<file path="src/rtl/issue_slot.sv">
module issue_slot #(
  parameter int TAG_W = 6,
  parameter int CLS_W = 4,
  parameter int NF    = 2,
  parameter int NS    = 2
) (
  input  logic                clk,
  input  logic                rst_n,
  input  logic                flush,
  input  logic                disp_vld,
  input  logic [CLS_W-1:0]    disp_cls,
  input  logic [TAG_W-1:0]    disp_dst,
  input  logic [TAG_W-1:0]    disp_s1,
  input  logic                disp_s1_use,
  input  logic                disp_s1_rdy,
  input  logic [TAG_W-1:0]    disp_s2,
  input  logic                disp_s2_use,
  input  logic                disp_s2_rdy,
  input  logic [NF-1:0]       fwk_vld,
  input  logic [NF*TAG_W-1:0] fwk_tag,
  input  logic [NS-1:0]       swk_vld,
  input  logic [NS*TAG_W-1:0] swk_tag,
  input  logic                grant,
  output logic                busy,
  output logic                req,
  output logic [CLS_W-1:0]    out_cls,
  output logic [TAG_W-1:0]    out_dst,
  output logic [TAG_W-1:0]    out_s1,
  output logic [TAG_W-1:0]    out_s2
);
  localparam int NW = NF + NS;

  logic [NW-1:0]       wk_vld;
  logic [NW*TAG_W-1:0] wk_tag;
  assign wk_vld = {swk_vld, fwk_vld};
  assign wk_tag = {swk_tag, fwk_tag};

  logic             vld_q, p1_q, p2_q;
  logic [CLS_W-1:0] cls_q;
  logic [TAG_W-1:0] dst_q, s1_q, s2_q;

  logic [NW-1:0] hit_s1, hit_s2, hit_d1, hit_d2;

  for (genvar i = 0; i < NW; i++) begin : g_cmp
    logic [TAG_W-1:0] t;
    logic             live;
    assign t         = wk_tag[i*TAG_W +: TAG_W];
    assign live      = wk_vld[i] && (t != '0);
    assign hit_s1[i] = live && (t == s1_q);
    assign hit_s2[i] = live && (t == s2_q);
    assign hit_d1[i] = live && (t == disp_s1);
    assign hit_d2[i] = live && (t == disp_s2);
  end

  logic issued, take;
  assign issued = grant && req;
  assign take   = disp_vld && !flush && (!vld_q || issued);

  always_ff @(posedge clk) begin
    if (!rst_n) begin
      vld_q <= 1'b0;
      p1_q  <= 1'b0;
      p2_q  <= 1'b0;
      cls_q <= '0;
      dst_q <= '0;
      s1_q  <= '0;
      s2_q  <= '0;
    end else if (take) begin
      vld_q <= 1'b1;
      cls_q <= disp_cls;
      dst_q <= disp_dst;
      s1_q  <= disp_s1;
      s2_q  <= disp_s2;
      p1_q  <= !disp_s1_use || disp_s1_rdy || (|hit_d1);
      p2_q  <= !disp_s2_use || disp_s2_rdy || (|hit_d2);
    end else if (flush || issued) begin
      vld_q <= 1'b0;
      p1_q  <= 1'b0;
      p2_q  <= 1'b0;
    end else if (vld_q) begin
      p1_q  <= p1_q || (|hit_s1);
      p2_q  <= p2_q || (|hit_s2);
    end
  end

  assign busy    = vld_q;
  assign req     = vld_q && p1_q && p2_q;
  assign out_cls = cls_q;
  assign out_dst = dst_q;
  assign out_s1  = s1_q;
  assign out_s2  = s2_q;


  req_needs_busy_chk: assert property (@(posedge clk) disable iff (!rst_n)
    req |-> busy);


  req_holds_chk: assert property (@(posedge clk) disable iff (!rst_n)
    (req && !grant && !flush) |=> req);


  grant_frees_chk: assert property (@(posedge clk) disable iff (!rst_n)
    (req && grant && !flush && !disp_vld) |=> !busy);


  flush_empties_chk: assert property (@(posedge clk) disable iff (!rst_n)
    flush |=> !busy);


  payload_held_chk: assert property (@(posedge clk) disable iff (!rst_n)
    (busy && !flush && !(grant && req)) |=> (busy && $stable(out_dst) && $stable(out_s1) && $stable(out_s2) && $stable(out_cls)));
endmodule

</file>
<file path="config.mk">
export PLATFORM = sky130hd
export DESIGN_NAME = issue_slot
export DESIGN_NICKNAME = d
export VERILOG_FILES = /design/src/rtl/issue_slot.sv
export SDC_FILE = /design/constraint.sdc
export NUM_CORES = 1
export LEC_CHECK = 0
export BUFFER_PORTS_ARGS = -buffer_cell sky130_fd_sc_hd__buf_2
export CAP_MARGIN = 20
export CORE_AREA = 2 2 76 78
export CTS_BUF_LIST = sky130_fd_sc_hd__clkbuf_8
export CTS_CLUSTER_DIAMETER = 60
export CTS_CLUSTER_SIZE = 25
export DETAILED_ROUTE_END_ITERATION = 12
export DIE_AREA = 0 0 78 80
export PLACE_DENSITY_LB_ADDON = 0.25
export SLEW_MARGIN = 20
export SYNTH_ARGS = -nofsm -noshare
export SYNTH_HDL_FRONTEND = slang
export SYNTH_SLANG_ARGS = --single-unit
</file>
<file path="constraint.sdc">
create_clock -name clk -period 2.15 [get_ports clk]
set_input_delay 0.43 -clock clk [delete_from_list [all_inputs] [get_ports clk]]
set_output_delay 0.43 -clock clk [all_outputs]
set_load 0.02 [all_outputs]
</file>
==> results.cfg, run 1 <==
[layout]
stdcell_count = 412
drive_gt1_frac = 0.279
nets = 400
multi_input_area_sq_um = 1640
area_growth_pct = 12.8
seq_area_sq_um = 500
fillers = 558
diodes = 0

[place]
pre_cts_slack_ns = 0.110
dp_hpwl_um = 5290
portBuffers = 82
dp.cells = 408
routabilityCongestion = 0.944

[status]
status = finished clean

[sta]
rsz0062_at_grt = false
setup_viol = 0
tightest_slew_ns = 0.449
fin_setup_tns_ns = 0
fin_skew_ns = 0.00423
fmaxAchievable_mhz = 567
final.min_clock_period_ns = 1.76
hold_violations = 0
period_share = 0.821
fin_ws_ns = 0.386
slew_viol_final = 0
relSlewSlack = 0.697

[floorplanning]
core-area_sq_um = 5410
ios = 83
dieArea_sq_um = 6240
rows = 27
die_height_um = 80
die_w_um = 78
start_util = 0.445

[synth]
ys_seq_area_frac = 0.208
synth_edf_count = 0
syn_area_per_cell_sq_um = 7.84
ys.flop_type = dfxtp_1
synth.top_cells.by_area = xnor2_1 24%, dfxtp_1 21%, xor2_1 11%
yosys_warnings = 0
yosys-top-cells-count = 66 x xnor2_1, 48 x nand2_1, 40 x clkbuf_1
synth.most_common_cell = xnor2_1
synth_seq_cells = 25
synth_cells = 307
synth_top_area_frac = 0.240
yosysTopAreaCell = xnor2_1
synth_nets = 366
ys_async_sr_fraction = 0
syn_area_sq_um = 2410
synth.distinct_cells = 29

[detailed_routing]
vias = 2190
wl_um = 6960
ant_nets = 0
vias_per_cell = 5.32
dr.pass1.iters = 4
drcViolationCount = 0
wire_per_inst_um = 16.9
initialDrtViolationCount = 119

[min_path]
min_path_type = input pin to flip-flop

[grt]
antenna_found_initial = 0
met1_usage = 0.302
grt_pass1_wl_um = 11000
grt_start_max_net_pins = 26
grt_pass1_vias = 2179
grt_remaining_overflow = 0
grtUsageMet3 = 0.0373
gr-usage-all-layers = 0.227
grtUsageMet2 = 0.365
grt_busiest_layer = met2

[clocking]
clock_path_buffers = 2
clock-root-buffer = clkbuf_8
cts_setup_buffers = 0
holdBufCountCts = 0
clkTransAtPathRegs_ns = 0.09
clock_latency_ns = 0.27
htreeDepth = 1
numClockSinks = 25
cts.repair.resized = 0
numCtsBuffers = 3
cts_tree = yes

[power]
ir_drop_mv = 0.319
leakagePower_nw = 1.07
pwr_density_cell_nw_per_um2 = 448
p_total_mw = 1.22

[run]
drv_cap = 0

[setup_path]
path_max_fanout = 5
crit_type = input pin to flip-flop
required_ns = 2.30
start_kind = input pin
end_kind = flip-flop
cp_data_arrival_time_ns = 1.92
## final cells by class
cell class | instances | area share
Clock buffer | 3 | 0.0152
Clock inverter | 1 | 0.00138
Inverter | 3 | 0.00415
Multi-Input combinational cell | 224 | 0.605
Sequential cell | 25 | 0.184
Tap cell | 72 | 0.0332
Timing Repair Buffer | 84 | 0.157
## critical path: stages
cell and delay, ns:
buf_2 0.14, or4_4 0.55, o31ai_4 0.25, nor4_1 0.12
nor4_1 0.30, o22ai_1 0.13
## placed cells by master (no fill, tap or decap), types with 3 or more instances in the layout
cell type / count
inv_1: 4
dfxtp_1: 25
buf_2: 82
xor2_1: 30
a21boi_1: 22
nand4_1: 16
o31ai_4: 4
o41ai_1: 3
nand2_1: 48
nor4_1: 16
clkbuf_8: 3
xnor2_1: 66
or4_4: 4
## report_power, final
group	total (mW)	internal [mW]	switching, mW
sequential	0.522	0.484	0.0381
clock	0.274	0.128	0.146
combinational	0.419	0.191	0.228
total	1.22	0.804	0.412
## metrics by stage
stage	util	hold WS (ns)	instance area (sq um)
6_report	0.502	0.375	2720
3_5_place_dp	0.494	0.445	2670
5_1_grt	0.502	0.369	2720
2_1_floorplan	-	0.506	2410
4_1_cts	0.502	0.371	2720
3_3_place_gp	0.494	0.438	2670
## worst paths after layout
check                           cells past startpoint               startpoint  slack [ns]                 endpoint
worst min-delay path                                2                    flush        0.38        busy$_SDFFE_PN0P_
worst min register to register                      2  out_dst[5]$_SDFFE_PN0P_        0.45  out_dst[5]$_SDFFE_PN0P_
worst max-delay path                                6               swk_tag[6]        0.39        p1_q$_SDFFE_PN0P_
worst max register to register                      5   out_s1[1]$_SDFFE_PN0P_        0.68        p1_q$_SDFFE_PN0P_
## kinds of logic after synthesis
kind of cell	count (synthesis)	synth area share
compound gates	36	0.134
xor+xnor	96	0.349
buf+inv	58	0.110
flops	25	0.208
simple gates	92	0.199
## sequential cells by signal (all words and copies together) (netlist names)
| register | count |
|---|---|
| out_s1 | 6 |
| out_dst | 6 |
| p2_q | 1 |
| out_cls | 4 |
| out_s2 | 6 |
| busy | 1 |
| p1_q | 1 |
## routing by layer
metal,part of all wire,vias to the layer above
li1,-,1072
met1,0.45,1015
met2,0.45,85
met3,0.073,18
met4,0.028,0
met5,0,-
Note: power is estimated with default switching activity, not from simulation.
==> inputs of run 2 (changes only) <==
--- a/config.mk
+++ b/config.mk
@@ -5,14 +5,15 @@
 export SDC_FILE = /design/constraint.sdc
 export NUM_CORES = 1
 export LEC_CHECK = 0
+export ABC_AREA = 1
 export BUFFER_PORTS_ARGS = -buffer_cell sky130_fd_sc_hd__buf_2
 export CAP_MARGIN = 20
-export CORE_AREA = 2 2 76 78
+export CORE_AREA = 2 2 79 81
 export CTS_BUF_LIST = sky130_fd_sc_hd__clkbuf_8
 export CTS_CLUSTER_DIAMETER = 60
 export CTS_CLUSTER_SIZE = 25
 export DETAILED_ROUTE_END_ITERATION = 12
-export DIE_AREA = 0 0 78 80
+export DIE_AREA = 0 0 81 83
 export PLACE_DENSITY_LB_ADDON = 0.25
 export SLEW_MARGIN = 20
 export SYNTH_ARGS = -nofsm -noshare
==> constraint.sdc (replaced) <==
create_clock -name clk -period 1.6 [get_ports clk]
set_input_delay 0.32 -clock clk [delete_from_list [all_inputs] [get_ports clk]]
set_output_delay 0.32 -clock clk [all_outputs]
set_load 0.02 [all_outputs]
==> run 2 against run 1 <==
Worst hold slack got worse by 0.11 ns. First-iteration DRC count grew 140%. Largest cell class unchanged. Cell count increased by 55%. Critical path type is now flip-flop to flip-flop. Critical endpoint is now p2_q$_SDFFE_PN0P_.
==> results.cfg, run 2 <==
[synth]
synth_top_area_frac = 0.276
synth.most_common_cell = nand2_1
synth_nets = 550
ys_seq_area_frac = 0.192
synth_edf_count = 0
synth.top_cells.by_area = nand2_1 28%, dfxtp_1 19%, nor2_1 12%
yosys_warnings = 0
yosysTopAreaCell = nand2_1
synth_cells = 491
synth_seq_cells = 25
syn_area_sq_um = 2600
ys.flop_type = dfxtp_1
synth.distinct_cells = 27
ys_async_sr_fraction = 0
yosys-top-cells-count = 191 x nand2_1, 86 x nor2_1, 28 x inv_1
syn_area_per_cell_sq_um = 5.30

[sta]
fmaxAchievable_mhz = 668
slew_viol_final = 0
rsz0062_at_grt = false
fin_setup_tns_ns = 0
relSlewSlack = 0.697
tightest_slew_ns = 0.454
period_share = 0.936
final.min_clock_period_ns = 1.50
fin_skew_ns = 0.00307
setup_viol = 0
hold_violations = 0
fin_ws_ns = 0.102

[setup_path]
cp_data_arrival_time_ns = 1.72
path_max_fanout = 6
crit_type = flip-flop to flip-flop
start_kind = flip-flop
required_ns = 1.83
end_kind = flip-flop

[clocking]
htreeDepth = 1
cts_setup_buffers = 0
clkTransAtPathRegs_ns = 0.11
clock_path_buffers = 2
numClockSinks = 25
numCtsBuffers = 3
holdBufCountCts = 0
clock-root-buffer = clkbuf_8
cts_tree = yes
cts.repair.resized = 0
clock_latency_ns = 0.28

[power]
ir_drop_mv = 0.417
p_total_mw = 1.89
leakagePower_nw = 1.72
pwr_density_cell_nw_per_um2 = 616

[grt]
grt_remaining_overflow = 0
grt_pass1_wl_um = 13300
grt_pass1_vias = 2695
antenna_found_initial = 0
gr-usage-all-layers = 0.253
grt_start_max_net_pins = 26

[layout]
drive_gt1_frac = 0.231
fillers = 658
area_growth_pct = 17.8
final_cell_mix = 191 x nand2_1, 86 x nor2_1, 82 x buf_2
nets = 622
postLayoutCellArea_sq_um = 3060
final_common_cell = nand2_1
diodes = 0

[floorplanning]
core-area_sq_um = 5820
rows = 28
ios = 83
start_util = 0.447
dieArea_sq_um = 6720
die_w_um = 81
die_height_um = 83

[place]
pre_cts_slack_ns = 0.179
routabilityCongestion = 0.980
place_area_sq_um = 3010
portBuffers = 82
dp_hpwl_um = 6790

[min_path]
min_path_type = input pin to flip-flop

[detailed_routing]
wl_um = 8640
initialDrtViolationCount = 288
ant_nets = 0
dr.pass1.iters = 5
drcViolationCount = 0
vias = 3204
vias_per_cell = 5.03
wire_per_inst_um = 13.6

[run]
drv_cap = 0

[status]
status = finished clean
run 2: cell count changes after synthesis, moves of 6 or more:
cell	delta
clkbuf_1	-39
nand2_1	+143
a21oi_1	+13
o21ai_0	+6
nor4_1	-16
nand3_1	+19
nor2_1	+86
a21boi_1	-22
o21ai_1	+19
xor2_1	-11
xnor2_1	-56
inv_1	+25
inv_2	+27
run 2: worst paths after layout:
| check | depth (start not counted) | slack [ns] | end | from |
|---|---|---|---|---|
| max reg2reg | 10 | 0.10 | p2_q$_SDFFE_PN0P_ | out_s2[5]$_SDFFE_PN0P_ |
| max | 10 | 0.10 | p2_q$_SDFFE_PN0P_ | out_s2[5]$_SDFFE_PN0P_ |
| min | 3 | 0.26 | out_dst[2]$_SDFFE_PN0P_ | disp_dst[2] |
| min reg2reg | 2 | 0.49 | out_dst[0]$_SDFFE_PN0P_ | out_dst[0]$_SDFFE_PN0P_ |
run 2: cell families after synthesis:
| family | after synthesis | share of synthesized area |
|---|---|---|
| and+or+nand+nor | 321 | 0.500 |
| buffers and inverters | 74 | 0.126 |
| AOI/OAI and AO/OA | 42 | 0.0837 |
| xor gates and xnor gates | 29 | 0.0977 |
| DFF | 25 | 0.192 |
run 2: worst max-delay path, stage by stage, from the launching register on:
cell,delay (ns)
dfxtp_1,0.51
inv_2,0.12
nand2_1,0.08
nand2_1,0.05
nor2_1,0.10
nand2_1,0.10
nor2_1,0.16
nor2_1,0.05
nand3_1,0.07
nand2_1,0.06
a21oi_2,0.13
run 2: layer usage:
layer / part of all wire / wire, um / global-route usage / up-vias
li1: - / - / - / 1645
met1: 0.45 / 3900 / 0.353 / 1397
met2: 0.46 / 3980 / 0.418 / 150
met3: 0.073 / 634 / 0.0337 / 12
met4: 0.014 / 125 / 0.0447 / 0
met5: 0 / 0 / 0 / -
run 2: metrics by stage:
step | util | instances | hold slack (ns)
2_1_floorplan | - | 491 | 0.458
3_3_place_gp | 0.518 | 633 | 0.458
3_5_place_dp | 0.518 | 633 | 0.468
4_1_cts | 0.526 | 637 | 0.257
5_1_grt | 0.527 | 637 | 0.262
6_report | 0.527 | 637 | 0.264
run 2: cell type report:
type                            instances  area (sq um)  area share
Inverter                               56           211      0.0690
Timing Repair Buffer                   85           433       0.141
Multi-Input combinational cell        392          1770       0.579
Sequential cell                        25           502       0.164
Tap cell                               75          93.8      0.0306
Clock buffer                            3          41.3      0.0135
Clock inverter                          1          8.76     0.00286
run 2: power by group:
group / total [mW] / leakage, nW / switching (mW) / internal (mW)
Clock: 0.431 / 0.0261 / 0.248 / 0.184
Combinational: 0.738 / 1.48 / 0.472 / 0.266
Sequential: 0.719 / 0.206 / 0.0541 / 0.664
